==> src/rtl/fma_sc_pkg.sv <==
package fma_sc_pkg;

  localparam int unsigned EXP_W     = 11;
  localparam int unsigned FRAC_W    = 52;
  localparam int unsigned WORD_W    = 1 + EXP_W + FRAC_W;
  localparam int unsigned QUIET_BIT = FRAC_W - 1;
  localparam int unsigned NUM_OPS   = 3;
  localparam int unsigned IDX_Z     = 0;
  localparam int unsigned IDX_X     = 1;
  localparam int unsigned IDX_Y     = 2;

  localparam logic [1:0] RM_NEAREST = 2'b00;
  localparam logic [1:0] RM_TOZERO  = 2'b01;
  localparam logic [1:0] RM_UP      = 2'b10;
  localparam logic [1:0] RM_DOWN    = 2'b11;

  typedef logic [WORD_W-1:0] fp_word_t;

  typedef enum logic [2:0] {
    CL_ZERO,
    CL_SUB,
    CL_NORM,
    CL_INF,
    CL_QNAN,
    CL_SNAN
  } op_class_e;

  function automatic logic sign_of(fp_word_t w);
    return w[WORD_W-1];
  endfunction

  function automatic logic [EXP_W-1:0] exp_of(fp_word_t w);
    return w[WORD_W-2 -: EXP_W];
  endfunction

  function automatic logic [FRAC_W-1:0] frac_of(fp_word_t w);
    return w[FRAC_W-1:0];
  endfunction

  function automatic op_class_e classify(fp_word_t w);
    logic exp_max;
    logic exp_min;
    logic frac_nz;
    exp_max = &exp_of(w);
    exp_min = ~|exp_of(w);
    frac_nz = |frac_of(w);
    if (exp_max) begin
      if (!frac_nz)         return CL_INF;
      else if (w[QUIET_BIT]) return CL_QNAN;
      else                   return CL_SNAN;
    end
    if (exp_min) return frac_nz ? CL_SUB : CL_ZERO;
    return CL_NORM;
  endfunction

  function automatic fp_word_t inf_word(logic s);
    return {s, {EXP_W{1'b1}}, {FRAC_W{1'b0}}};
  endfunction

  function automatic fp_word_t zero_word(logic s);
    return {s, {(WORD_W-1){1'b0}}};
  endfunction

  function automatic fp_word_t quieten(fp_word_t w);
    fp_word_t r;
    r = w;
    r[QUIET_BIT] = 1'b1;
    return r;
  endfunction

  function automatic fp_word_t with_sign(fp_word_t w, logic s);
    fp_word_t r;
    r = w;
    r[WORD_W-1] = s;
    return r;
  endfunction

endpackage

==> src/rtl/fma_sc_classify.sv <==
module fma_sc_classify
  import fma_sc_pkg::*;
(
  input  fp_word_t  word_i,
  output op_class_e class_o,
  output logic      sign_o
);

  assign class_o = classify(word_i);
  assign sign_o  = sign_of(word_i);

endmodule

==> src/rtl/fma_sc_nan_pick.sv <==
module fma_sc_nan_pick
  import fma_sc_pkg::*;
#(
  parameter int unsigned N = NUM_OPS
) (
  input  fp_word_t  words_i [N],
  input  op_class_e cls_i   [N],
  output logic      hit_o,
  output logic      signaling_o,
  output fp_word_t  result_o
);

  logic [N-1:0] snan_v;
  logic [N-1:0] qnan_v;

  for (genvar i = 0; i < N; i++) begin : g_flag
    assign snan_v[i] = (cls_i[i] == CL_SNAN);
    assign qnan_v[i] = (cls_i[i] == CL_QNAN);
  end

  // Lower index wins; signaling of any slot outranks quiet of any slot.
  always_comb begin
    hit_o       = 1'b0;
    signaling_o = 1'b0;
    result_o    = '0;
    for (int i = int'(N) - 1; i >= 0; i--) begin
      if (qnan_v[i]) begin
        hit_o    = 1'b1;
        result_o = words_i[i];
      end
    end
    for (int i = int'(N) - 1; i >= 0; i--) begin
      if (snan_v[i]) begin
        hit_o       = 1'b1;
        signaling_o = 1'b1;
        result_o    = quieten(words_i[i]);
      end
    end
  end

endmodule

==> src/rtl/fma_sc_inf_zero.sv <==
module fma_sc_inf_zero
  import fma_sc_pkg::*;
#(
  parameter fp_word_t DEFAULT_NAN = 64'h7FF8_0000_0000_0000
) (
  input  op_class_e  z_cls,
  input  op_class_e  x_cls,
  input  op_class_e  y_cls,
  input  logic       prod_sign,
  input  logic       addend_sign,
  input  fp_word_t   z_word,
  input  logic [1:0] rnd_mode,
  output logic       hit_o,
  output logic       invalid_o,
  output fp_word_t   result_o,
  output logic       inf_x_zero_o,
  output logic       inf_clash_o,
  output logic       prod_inf_o,
  output logic       prod_zero_o
);

  logic x_inf, y_inf, x_zero, y_zero, z_inf, z_zero;

  assign x_inf  = (x_cls == CL_INF);
  assign y_inf  = (y_cls == CL_INF);
  assign x_zero = (x_cls == CL_ZERO);
  assign y_zero = (y_cls == CL_ZERO);
  assign z_inf  = (z_cls == CL_INF);
  assign z_zero = (z_cls == CL_ZERO);

  assign inf_x_zero_o = (x_inf & y_zero) | (x_zero & y_inf);
  assign prod_inf_o   = (x_inf | y_inf) & ~inf_x_zero_o;
  assign prod_zero_o  = (x_zero | y_zero) & ~inf_x_zero_o;
  assign inf_clash_o  = prod_inf_o & z_inf & (addend_sign != prod_sign);

  always_comb begin
    hit_o     = 1'b0;
    invalid_o = 1'b0;
    result_o  = '0;
    if (inf_x_zero_o || inf_clash_o) begin
      hit_o     = 1'b1;
      invalid_o = 1'b1;
      result_o  = DEFAULT_NAN;
    end else if (prod_inf_o) begin
      hit_o    = 1'b1;
      result_o = inf_word(prod_sign);
    end else if (z_inf) begin
      hit_o    = 1'b1;
      result_o = inf_word(addend_sign);
    end else if (prod_zero_o) begin
      hit_o = 1'b1;
      if (z_zero) begin
        if (addend_sign == prod_sign) result_o = zero_word(addend_sign);
        else                          result_o = zero_word(rnd_mode == RM_DOWN);
      end else begin
        result_o = with_sign(z_word, addend_sign);
      end
    end
  end

endmodule

==> src/rtl/fma_special_resolver.sv <==
module fma_special_resolver
  import fma_sc_pkg::*;
#(
  parameter fp_word_t DEFAULT_NAN = 64'h7FF8_0000_0000_0000
) (
  input  logic [63:0] op_z,
  input  logic [63:0] op_x,
  input  logic [63:0] op_y,
  input  logic        neg_prod,
  input  logic        neg_addend,
  input  logic [1:0]  rnd_mode,
  output logic        special_valid,
  output logic [63:0] special_result,
  output logic        invalid_op
);

  fp_word_t  ops [NUM_OPS];
  op_class_e cls [NUM_OPS];
  logic      sgn [NUM_OPS];

  assign ops[IDX_Z] = op_z;
  assign ops[IDX_X] = op_x;
  assign ops[IDX_Y] = op_y;

  for (genvar i = 0; i < NUM_OPS; i++) begin : g_cls
    fma_sc_classify u_cls (
      .word_i (ops[i]),
      .class_o(cls[i]),
      .sign_o (sgn[i])
    );
  end

  logic prod_sign;
  logic addend_sign;
  assign prod_sign   = sgn[IDX_X] ^ sgn[IDX_Y] ^ neg_prod;
  assign addend_sign = sgn[IDX_Z] ^ neg_addend;

  logic     nan_hit;
  logic     nan_signaling;
  fp_word_t nan_result;

  fma_sc_nan_pick #(.N(NUM_OPS)) u_nan (
    .words_i    (ops),
    .cls_i      (cls),
    .hit_o      (nan_hit),
    .signaling_o(nan_signaling),
    .result_o   (nan_result)
  );

  logic     iz_hit;
  logic     iz_invalid;
  fp_word_t iz_result;
  logic     inf_x_zero;
  logic     inf_clash;
  logic     prod_inf;
  logic     prod_zero;

  fma_sc_inf_zero #(.DEFAULT_NAN(DEFAULT_NAN)) u_iz (
    .z_cls       (cls[IDX_Z]),
    .x_cls       (cls[IDX_X]),
    .y_cls       (cls[IDX_Y]),
    .prod_sign   (prod_sign),
    .addend_sign (addend_sign),
    .z_word      (op_z),
    .rnd_mode    (rnd_mode),
    .hit_o       (iz_hit),
    .invalid_o   (iz_invalid),
    .result_o    (iz_result),
    .inf_x_zero_o(inf_x_zero),
    .inf_clash_o (inf_clash),
    .prod_inf_o  (prod_inf),
    .prod_zero_o (prod_zero)
  );

  always_comb begin
    if (nan_hit) begin
      special_valid  = 1'b1;
      special_result = nan_result;
      invalid_op     = nan_signaling;
    end else begin
      special_valid  = iz_hit;
      special_result = iz_result;
      invalid_op     = iz_invalid;
    end
  end

endmodule

==> config.mk <==
export PLATFORM = sky130hd
export DESIGN_NAME = fma_special_resolver
export DESIGN_NICKNAME = d
export VERILOG_FILES = /design/src/rtl/fma_sc_pkg.sv /design/src/rtl/fma_sc_classify.sv /design/src/rtl/fma_sc_nan_pick.sv /design/src/rtl/fma_sc_inf_zero.sv /design/src/rtl/fma_special_resolver.sv
export SDC_FILE = /design/constraint.sdc
export NUM_CORES = 1
export LEC_CHECK = 0
export CORE_MARGIN = 1.5
export CORE_UTILIZATION = 35
export DETAILED_ROUTE_END_ITERATION = 10
export MAX_ROUTING_LAYER = met4
export PLACE_DENSITY_LB_ADDON = 0.12
export SETUP_SLACK_MARGIN = 0.2
export SLEW_MARGIN = 25
export SYNTH_ARGS = -nofsm -noshare
export SYNTH_HDL_FRONTEND = slang
export SYNTH_HIERARCHICAL = 1
export SYNTH_SLANG_ARGS = --single-unit
export TNS_END_PERCENT = 5
==> constraint.sdc <==
create_clock -name vclk -period 8.75
set_input_delay 2.625 -clock vclk [all_inputs]
set_output_delay 2.625 -clock vclk [all_outputs]
set_load 0.005 [all_outputs]
[Yosys cells after proc, flatten, opt, wreduce, memory -nomap -nowiden]
Cells that the tools add are included.
Cells by class
  eq/ne operators: 12
  muxes and demuxes: 59
  bitwise logic cells: 13
  reduce and logical (&&, ||, !) cells: 13
Operators with widths (number)
  two-way mux 64 bit: 13
  OR reduction 52 bit: 3
  two-way mux 3 bit: 15
  AND reduction 11 bit: 3
  OR reduction 11 bit: 3
  two-way mux 1 bit: 31
  == test 3 bit, second input constant: 6
  == test 3 x 2 -> 1 bit, second input constant: 3
  zero test 3 bit: 3
  bitwise AND 1 bit: 6
  bitwise OR 1 bit: 3
  bitwise XOR 1 bit: 3
  == test 2 bit, second input constant: 1
  == test 1 bit: 1
  logical OR 1 bit: 1
  inequality test 1 bit: 1
  NOT 1 bit: 1
Storage, ports and cells
  register bits after elaboration: 0
  input bits: 196
  output and inout port bits: 66
  word-level logic and storage cells: 97

[Logic depth before layout (Yosys ltp)]
Gate-level depths: netlist of the first run.
  depth in word-level cells: 16
  mapped depth: 12
  gate-level depth less buffers: 11

[By module]
Netlist of the first run, hierarchy kept.
By module, submodules not included
  fma_sc_nan_pick: times used 1, cells each 535, area each 3547.2 um2, seq. area each 0.0 um2
  fma_special_resolver: times used 1, cells each 75, area each 983.4 um2, seq. area each 0.0 um2
  fma_sc_inf_zero: times used 1, cells each 112, area each 759.5 um2, seq. area each 0.0 um2
  fma_sc_classify: times used 3, cells each 31, area each 216.5 um2, seq. area each 0.0 um2

[Worst setup path before layout of the first run]
No wires, ideal clock.
  kind: input port to output port
  start point: input port op_x[1]
  end point: output port special_result[52]
  arrival time: 5158 ps
  data required time: 6125 ps
  path slack: 967 ps
  stages on the path: 12
  buffers on the path: 1
  cell sequence: nor4_2 nand4_1 nor4_2 o22ai_1 nor2b_1 o211ai_1 and3_2 inv_2 or3_1 buf_2 a21o_1 mux2_4
RTL lines
  start: declaration: line fma_special_resolver.sv:7  | input logic [63:0] op_x,
  end: declaration: line fma_special_resolver.sv:13  | output logic [63:0] special_result,

==> impl_metrics.tcl, run 1 <==
set metrics [dict create \
    outcome "finished clean" \
    hold_viol_final 0 \
    mostFrequentLayoutCells "157 x buf_4, 132 x a21oi_1, 82 x dlymetal6s2s_1, 76 x clkdlybuf4s50_1, 72 x nor2_1" \
    die_h_um 133 \
    wire_per_inst_um 21.5 \
    critPathCaptureType "output port" \
    worstSetupPathType "input pin to output port" \
    vias_per_cell 6.10 \
    path_max_fanout 6 \
    dp_cells 1371 \
    setup_violations 0 \
    seq_cells 0 \
    power.share.clock 0 \
    cap_violations 0 \
    crit_path_frequent_cell "buf_4" \
    antenna_left 0 \
    slowest_delay_ns 0.38 \
    grt_pass1_wl_um 45100 \
    startpoint_type "input pin" \
    gp_routability_congestion 0.973 \
    initial_utilization 0.358 \
    dpl_cell_area_sq_um 9720 \
    p_per_area_nw_per_um2 17.3 \
    die_w_um 133 \
    crit_family "simple AND/OR/NAND/NOR gates" \
    min_path_type "input pin to output port" \
    whs_ns 5.79 \
    grt_use_total 0.322 \
    power.total_uw 181 \
    crit_slowest_cell "nor4_4" \
    die_area_sq_um 17700 \
    drt_iter0_drc 750 \
    grt_pass1_vias 8098 \
    clockBufferCount 0 \
    slew-limit-headroom 0.714 \
    worstMarginPinSlew_ns 0.428 \
    period_share 0.982 \
    worst-path-buf-inv 6 \
    grt_max_degree 46 \
    fin_crit_ns 8.59 \
    peakVddDrop_mv 0.0126 \
    power_switching_uw 76.1 \
    syn_avg_cell_area_sq_um 7.29 \
    final_common_cell "buf_4" \
    power.leakage_uw 0.00461 \
    via_count 8580 \
    fin_area_sq_um 10400 \
    postCtsHoldBufs 0 \
    rsz0062_at_grt "true" \
    crit_chain "clkdlybuf4s15_1 > nor4_2 > nand4_1 > nor4_4 > buf_4 > o21a_1 > nand2_2 > o31a_1 > nor3_4 > nor4b_4 > buf_4 > buf_12 > clkbuf_16 > and2_4 > mux2_4 > buf_6" \
    yosys_warnings 6 \
    drt_wl_total_um 30300 \
    arrival_ns 5.97 \
    syn_to_final_growth_pct 75.8 \
    crit_path_end "special_result[10]" \
    first_pass_iters 5 \
    instances_no_fill 1406 \
    cp_num_cells 16 \
    p_int_uw 105 \
    power_frac_comb 1.000 \
    syn_inst 814 \
    grt_overflow 0 \
    crit_start "op_x[12]" \
    seq_area_sq_um 0 \
    syn_nets 1010 \
    drive_above_1_share 0.399 \
    syn-cell-area_sq_um 5940 \
    hold_depth 4 \
    fmax_mhz 116 \
    slew_viol_final 0 \
    p_sw_frac 0.421 \
    antenna_found_initial 10 \
    port_buffers 262 \
    drc_errors 0 \
    core_sq_um 16600 \
    rows 47 \
    power_frac_seq 0 \
    crit_required_ns 6.12 \
    pin_count 262 \
    dpl.hpwl_um 20700 \
    layout.nets 1372 \
]
[per-layer routing]
layer,GRT usage,up-vias,share of wire
li1,-,3957,-
met1,0.433,4082,0.43
met2,0.523,475,0.47
met3,0.0278,66,0.082
met4,0.0767,0,0.025
met5,-,-,0
[final cells by class]
type / count / area (sq um)
antenna: 12 / 30.0
fill: 1519 / 6150
inverter: 5 / 21.3
multi-input combinational: 715 / 5740
tap: 220 / 275
timing repair buffer: 454 / 4370
[how the worst min path moves through the flow]
stage	start	to
5_1_grt	op_z[45]	special_result[45]
2_1_floorplan	op_z[57]	special_result[57]
3_3_place_gp	op_z[41]	special_result[41]
3_5_place_dp	op_z[41]	special_result[41]
4_1_cts	op_x[47]	special_result[47]
6_report	op_z[17]	special_result[17]
[power groups by stage]
| stage | Clock (uW) | Combinational, uW | Sequential (uW) |
|---|---|---|---|
| 3_5_place_dp | 0 | 175 | 0 |
| 3_3_place_gp | 0 | 175 | 0 |
| 2_1_floorplan | 0 | 15.4 | 0 |
| 5_1_grt | 0.000123 | 190 | 0 |
| 4_1_cts | 0 | 176 | 0 |
| 6_report | 0.000169 | 181 | 0 |
[stage by stage]
step	utilization	setup slack, ns	TNS, ns
after CTS	0.607	0.0526	0
after global routing	0.629	0.0685	0
after global placement	0.586	-0.414	-20.50
after detailed placement	0.586	-0.384	-22.33
after floorplan	-	0.982	0
final	0.629	0.158	0
[timing repair]
item / in CTS / in global routing
pin swaps: 30 / 52
setup buffers: 13 / 3
gates cloned: 4 / 3
setup endpoints to repair: 66 / 66
resized for setup: 157 / 268
Power figures use the tool's default switching activity.
==> run 2, diff against run 1 <==
--- a/config.mk
+++ b/config.mk
@@ -6,9 +6,8 @@
 export NUM_CORES = 1
 export LEC_CHECK = 0
 export CORE_MARGIN = 1.5
-export CORE_UTILIZATION = 35
+export CORE_UTILIZATION = 45
 export DETAILED_ROUTE_END_ITERATION = 10
-export MAX_ROUTING_LAYER = met4
 export PLACE_DENSITY_LB_ADDON = 0.12
 export SETUP_SLACK_MARGIN = 0.2
 export SLEW_MARGIN = 25
==> impl_metrics.tcl, run 2 (same netlist as run 1, synthesis figures left out) <==
set metrics [dict create \
    critPathCaptureType "output port" \
    crit_start "op_x[0]" \
    pin_count 262 \
    die_h_um 118 \
    clockBufferCount 0 \
    drc_errors 0 \
    initial_utilization 0.467 \
    postCtsHoldBufs 0 \
    wire_per_inst_um 21.2 \
    crit_slowest_cell "clkdlybuf4s50_1" \
    worstHoldStart "op_x[1]" \
    die_area_sq_um 13900 \
    seq_cells 0 \
    fillCellCount 1066 \
    fin_crit_ns 8.80 \
    violations "setup timing" \
    startpoint_type "input pin" \
    final_common_cell "clkdlybuf4s50_1" \
    grt_use_total 0.361 \
    crit_required_ns 6.12 \
    min_path_type "input pin to output port" \
    hold_viol_final 0 \
    mostFrequentLayoutCells "158 x clkdlybuf4s50_1, 132 x a21oi_1, 98 x buf_4, 86 x dlygate4sd2_1, 71 x nor2_1" \
    drive_above_1_share 0.292 \
    slew-limit-headroom 0.637 \
    worstMarginPinSlew_ns 0.543 \
    arrival_ns 6.18 \
    antenna_found_initial 4 \
    setup_violations 19 \
    drt_wl_total_um 27200 \
    hold_depth 6 \
    core_sq_um 12700 \
    fmax_mhz 114 \
    peakVddDrop_mv 0.0182 \
    worstSetupPathType "input pin to output port" \
    grt_overflow 0 \
    grt_pass1_vias 7743 \
    power.leakage_uw 0.00362 \
    grt_max_degree 44 \
    slew_viol_final 0 \
    rsz0062_at_grt "true" \
    period_share 1.01 \
    port_buffers 262 \
    via_count 8447 \
    p_per_area_nw_per_um2 17.0 \
    antenna_left 0 \
    path_max_fanout 6 \
    fin_ws_ns -0.0512 \
    whs_ns 6.03 \
    syn_to_final_growth_pct 62.3 \
    vias_per_cell 6.60 \
    crit_chain "dlygate4sd2_1 > nor4_4 > nand4_1 > nor4_4 > buf_4 > o22ai_4 > nor2b_1 > o211ai_1 > and3_4 > inv_2 > or3_4 > buf_4 > a21o_1 > mux2_4 > clkdlybuf4s50_1" \
    slowest_delay_ns 0.47 \
    grt_pass1_wl_um 42100 \
    dpl.hpwl_um 19200 \
    gp_routability_congestion 0.940 \
    cap_violations 0 \
    power.total_uw 164 \
    seq_area_sq_um 0 \
    first_pass_iters 5 \
    multi_input_area_sq_um 5650 \
    outcome "complete, but fails checks" \
    rows 41 \
    die_w_um 118 \
    layout.nets 1302 \
    drt_iter0_drc 1334 \
]
[run 2: final timing paths]
path | endpoint | slack [ns]
min | special_result[1] | 6.03
max | special_result[55] | -0.05
[run 2: routing by layer]
layer,share of wire,GRT usage,routed length [um],vias to the layer above
met2,0.48,0.611,13000,614
met3,0.090,0.0281,2440,70
met1,0.40,0.490,10900,3965
li1,-,-,-,3798
met4,0.030,0.101,811,0
met5,0,0,0,-
[run 2: what timing repair did]
action	CTS	global route
pin swaps	19	13
gates resized for setup	145	34
setup buffers	2	1
gates cloned	1	0
endpoints found under the setup margin	66	66
[run 2: layout make-up]
cell class | count | area share
diodes | 4 | 0.00104
inverters | 5 | 0.00195
multi-input cells | 715 | 0.587
well taps | 172 | 0.0223
repair buffers | 384 | 0.388
[run 2: power breakdown]
| part | switching [uW] | total, uW | internal [uW] | leakage [uW] |
|---|---|---|---|---|
| clock network | 0 | 0.0000612 | 0.0000611 | 0.0000000254 |
| registers | 0 | 0 | 0 | 0 |
| logic | 71.1 | 164 | 92.9 | 0.00362 |
| total | 71.1 | 164 | 92.9 | 0.00362 |
[run 2: critical path: cells and delay by family]
kind / cells / cell delay (ns)
multiplexers: 1 / 0.26
AND/OR/NAND/NOR: 6 / 1.67
AO/OA/AOI/OAI: 3 / 0.45
buffers and inverters: 5 / 1.17
[run 2: per-stage QoR]
step	setup WS [ns]	util	area (sq um)	setup TNS, ns	instances
4_1_cts	0.0655	0.745	9480	0	1275
5_1_grt	-0.114	0.757	9630	-3.79	1279
3_3_place_gp	-0.310	0.726	9240	-17.41	1272
3_5_place_dp	-0.392	0.726	9240	-21.85	1272
6_report	-0.0512	0.757	9630	-0.329	1280
2_1_floorplan	0.982	-	5940	0	814
